<file path="src/rtl/rename_regfile.sv">
module rename_regfile #(
  parameter int NREG = 16,
  parameter int DW   = 64,
  parameter int TW   = 4,
  localparam int AW  = $clog2(NREG)
) (
  input  logic          clk,
  input  logic          rst,
  input  logic          iss_valid,
  input  logic [AW-1:0] iss_src_a,
  input  logic [AW-1:0] iss_src_b,
  input  logic [AW-1:0] iss_dst,
  input  logic [TW-1:0] iss_tag,
  input  logic          bc_valid,
  input  logic [TW-1:0] bc_tag,
  input  logic [DW-1:0] bc_data,
  output logic [DW-1:0] rd_a_val,
  output logic [TW-1:0] rd_a_tag,
  output logic [DW-1:0] rd_b_val,
  output logic [TW-1:0] rd_b_tag
);

  logic [NREG-1:0][DW-1:0] vals;
  logic [NREG-1:0][TW-1:0] stat;

  wire bc_live = bc_valid && (bc_tag != '0);
  wire hit_a   = bc_live && (stat[iss_src_a] == bc_tag);
  wire hit_b   = bc_live && (stat[iss_src_b] == bc_tag);

  assign rd_a_val = hit_a ? bc_data : vals[iss_src_a];
  assign rd_a_tag = hit_a ? '0      : stat[iss_src_a];
  assign rd_b_val = hit_b ? bc_data : vals[iss_src_b];
  assign rd_b_tag = hit_b ? '0      : stat[iss_src_b];

  always_ff @(posedge clk) begin
    if (rst) begin
      vals <= '0;
      stat <= '0;
    end else begin
      for (int i = 0; i < NREG; i++) begin
        if (bc_live && stat[i] == bc_tag) begin
          vals[i] <= bc_data;
          stat[i] <= '0;
        end
        if (iss_valid && iss_dst == AW'(i))
          stat[i] <= iss_tag;
      end
    end
  end

endmodule

</file>
<file path="config.mk">
export PLATFORM = sky130hd
export DESIGN_NAME = rename_regfile
export DESIGN_NICKNAME = d
export VERILOG_FILES = /design/src/rtl/rename_regfile.sv
export SDC_FILE = /design/constraint.sdc
export NUM_CORES = 2
export LEC_CHECK = 0
export BUFFER_PORTS_ARGS = -buffer_cell sky130_fd_sc_hd__buf_2
export CAP_MARGIN = 25
export CORE_MARGIN = 2
export CORE_UTILIZATION = 30
export CTS_BUF_LIST = sky130_fd_sc_hd__clkbuf_8
export DETAILED_ROUTE_END_ITERATION = 10
export GPL_TIMING_DRIVEN = 0
export SLEW_MARGIN = 25
export SYNTH_ARGS = -nofsm -noshare
export SYNTH_HDL_FRONTEND = slang
export SYNTH_SLANG_ARGS = --single-unit
</file>
<file path="constraint.sdc">
create_clock -name clk -period 7.9 [get_ports clk]
set_clock_uncertainty 0.15 [all_clocks]
set_input_delay 0.79 -clock clk [delete_from_list [all_inputs] [get_ports clk]]
set_output_delay 0.79 -clock clk [all_outputs]
set_load 0.03 [all_outputs]
</file>
==> results.toml <==
[cells_and_area]
layout-drive-gt1-share_pct = 21.15
nets = 5861
fin_area_um2 = 66520
syn2layout_area_growth_pct = 13.73
fin_util_pct = 34.22
fill_cells = 19460

[sta]
slew_violations = 0
finalSetupViolCount = 0
whs_ns = 0.1463
worst_slew_pin_slew_ns = 1.205
fmax_mhz = 163.4
min_period_over_period_pct = 77.47
period_minus_slack_ns = 6.120
finalSetupTns_ns = 0
rsz0062_at_grt = "no"
finalHoldViolations = 0
slew_headroom_pct = 19.67

[grt]
grt_overflow_total = 0
antenna_found_initial = 26
groute.usage.overall_pct = 21.33
grt_max_degree = 17
grt_pass1_vias = 46160
grt_first_pass_wirelength_um = 314500

[synth]
synth_top_area_cell = "dfxtp_1"
synthArstFlopShare_pct = 0
syn_inst = 5426
synth.avg_cell_area_um2 = 10.78
ys_types = 46
ys_ff_latch = 1088
synthTopCellsByArea = "dfxtp_1 37%, mux4_2 20%, mux2i_1 19%"
synthAdderAreaFrac_pct = 0
synth_mux_area_share_pct = 42.55
synth-simple-area-share_pct = 10.86
synth_fp_nets = 5514
synth_edf_count = 0
synthTopCellsByCount = "1133 x nor2_1, 1128 x mux2i_1, 1088 x dfxtp_1"
synth_compound_area_share_pct = 3.951
yosys.area.top_type_share_pct = 37.24
yosysWarnings = 0
synth-xor-area-share_pct = 1.061
yosysMostFrequentCell = "nor2_1"
ys.flop_type = "dfxtp_1"
yosysSeqAreaShare_pct = 37.24
synth_top_family_by_area = "multiplexers"
syn_area_um2 = 58480

[clocking]
cts.sinks = 1088
path_clk_slew_ns = 0.06
clk_latency_ns = 0.96
cts_buffer_depth = 3
cts_root_buf = "clkbuf_8"
cts_buffers = 186
cts_setup_buffers = 0
cts.repair.resized = 0
cts_tree = "yes"
postCtsHoldBufs = 0
htreeDepth = 4

[placement]
place_congestion = 0.9377
portBuffers = 149
dp_hpwl_um = 163300
dpl_cell_area_um2 = 62700

[critical_path]
critPathMaxFanout = 10
r2r_start = "stat[60]$_SDFFE_PP0P_"
crit_start = "iss_src_b[2]"
cp-end-kind = "output port"
worst_ep_required_time_ns = 6.96
crit_type = "in -> out"
arrival_ns = 5.18
crit_path_start_kind = "input pin"

[floorplanning]
core-area_um2 = 194400
die_y_um = 445.5
num_rows = 162
dieArea_um2 = 198500
die_w_um = 445.5
io_pins = 224
start_util_pct = 30.09

[hold_path]
hold_path_class = "in -> reg"
min-delay-start = "iss_tag[2]"

[routing]
first_pass_iters = 8
wl_per_cell_um = 25.68
drt_iter0_drc = 4344
drc_errors = 1
via_per_inst = 5.422
antenna_left = 0
vias = 45910
wirelength_um = 217500

[power]
peakVddDrop_uv = 144.2
leakagePower_nw = 22.67
power_switching_mw = 3.588
internal-power_mw = 8.778
seqPwrFrac_pct = 45.5
p_per_area_nw_per_um2 = 185.9
pwr-share-clk_pct = 42.0
combPwrFrac_pct = 12.6
p_sw_share_pct = 29.02

[outcome]
violations = "DRC"
run_status = "complete, but fails checks"

[flow_run]
cap_violations = 0
state kept, by name (all words and copies together), names as in the netlist:
signal,cells
vals,1024
stat,64
area by class of cell:
cell class	instances	area (um^2)	area share (%)
clock inverters	91	473.0	0.7110
diodes	12	30.03	0.04514
repair buffers	159	980.9	1.475
flip-flops and latches	1088	21780	32.74
well taps	2542	3181	4.782
plain buffers	598	2576	3.873
clock buffers	238	3276	4.924
multi-input cells	3737	34210	51.43
inverters	3	11.26	0.01693
per-layer routing:
| layer | GRT usage, % | up-vias | share of wire (%) |
|---|---|---|---|
| met4 | 12.42 | 14 | 6.1 |
| met2 | 34.37 | 1986 | 47 |
| met5 | 0.1221 | - | 0.047 |
| met1 | 26.64 | 23140 | 40 |
| li1 | - | 20280 | - |
| met3 | 4.015 | 495 | 7.2 |
final timing paths:
check                                          endpoint  slack (ns)  cells after the start
worst min-delay path              stat[58]$_SDFFE_PP0P_        0.15                      3
worst max-delay path                       rd_b_val[38]        1.78                     11
worst min register to register   vals[692]$_SDFFE_PP0P_        0.36                      2
worst max register to register  vals[1018]$_SDFFE_PP0P_        4.10                      7
cells by family after synthesis:
| logic type | Yosys count |
|---|---|
| compound gates | 359 |
| xor+xnor | 70 |
| buf+inv | 601 |
| flops | 1088 |
| mux | 1791 |
| simple gates | 1517 |
power groups by stage:
stage	Clock, mW	Sequential (mW)	Combinational (mW)
2_1_floorplan	0	5.72	0.988
3_3_place_gp	0	5.73	1.51
3_5_place_dp	0	5.74	1.54
4_1_cts	5.24	5.62	1.54
5_1_grt	5.48	5.63	1.62
6_report	5.19	5.62	1.55
worst max-delay path, cell delays in order:
cell,delay (ns)
buf_2,0.10
buf_2,0.30
buf_2,0.54
buf_2,0.52
clkbuf_1,0.62
clkbuf_1,0.66
mux4_2,0.43
a211oi_1,0.49
a31oi_1,0.11
mux2_2,0.39
buf_2,0.20
cell usage in the layout, fill, tap and decap left out, types with 4 or more instances in the layout:
cell type and count:
clkinv_8 4, a21oi_1 133, clkbuf_2 33, nand3_1 7, o21ai_0 4, dfxtp_1 1088, a211oi_1 128, nor2_2 10
buf_6 9, nor3b_1 56, clkbuf_1 320, mux2_2 78, clkinv_2 11, buf_12 7, nor2_1 1123, mux2i_1 1128
buf_4 5, buf_1 130, inv_1 69, buf_16 7, a22o_1 7, nor3_1 7, nand2b_1 4, and2_1 65
a221oi_1 5, xnor2_1 67, nand2_1 147, clkbuf_8 238, clkinvlp_4 5, a31oi_1 68, nor2b_1 69, diode_2 12
mux2_4 61, mux4_2 524, buf_2 246, nand4_1 17
stage by stage:
stage | std cells | setup WS (ns) | total power [mW]
after floorplan | 5426 | 3.796 | 6.708
after global placement | 8117 | 1.467 | 7.246
after detailed placement | 8126 | 1.832 | 7.279
after CTS | 8455 | 1.820 | 12.40
after global routing | 8465 | 1.701 | 12.73
final | 8468 | 1.780 | 12.37
No activity file was read; power rests on OpenSTA's default activity.
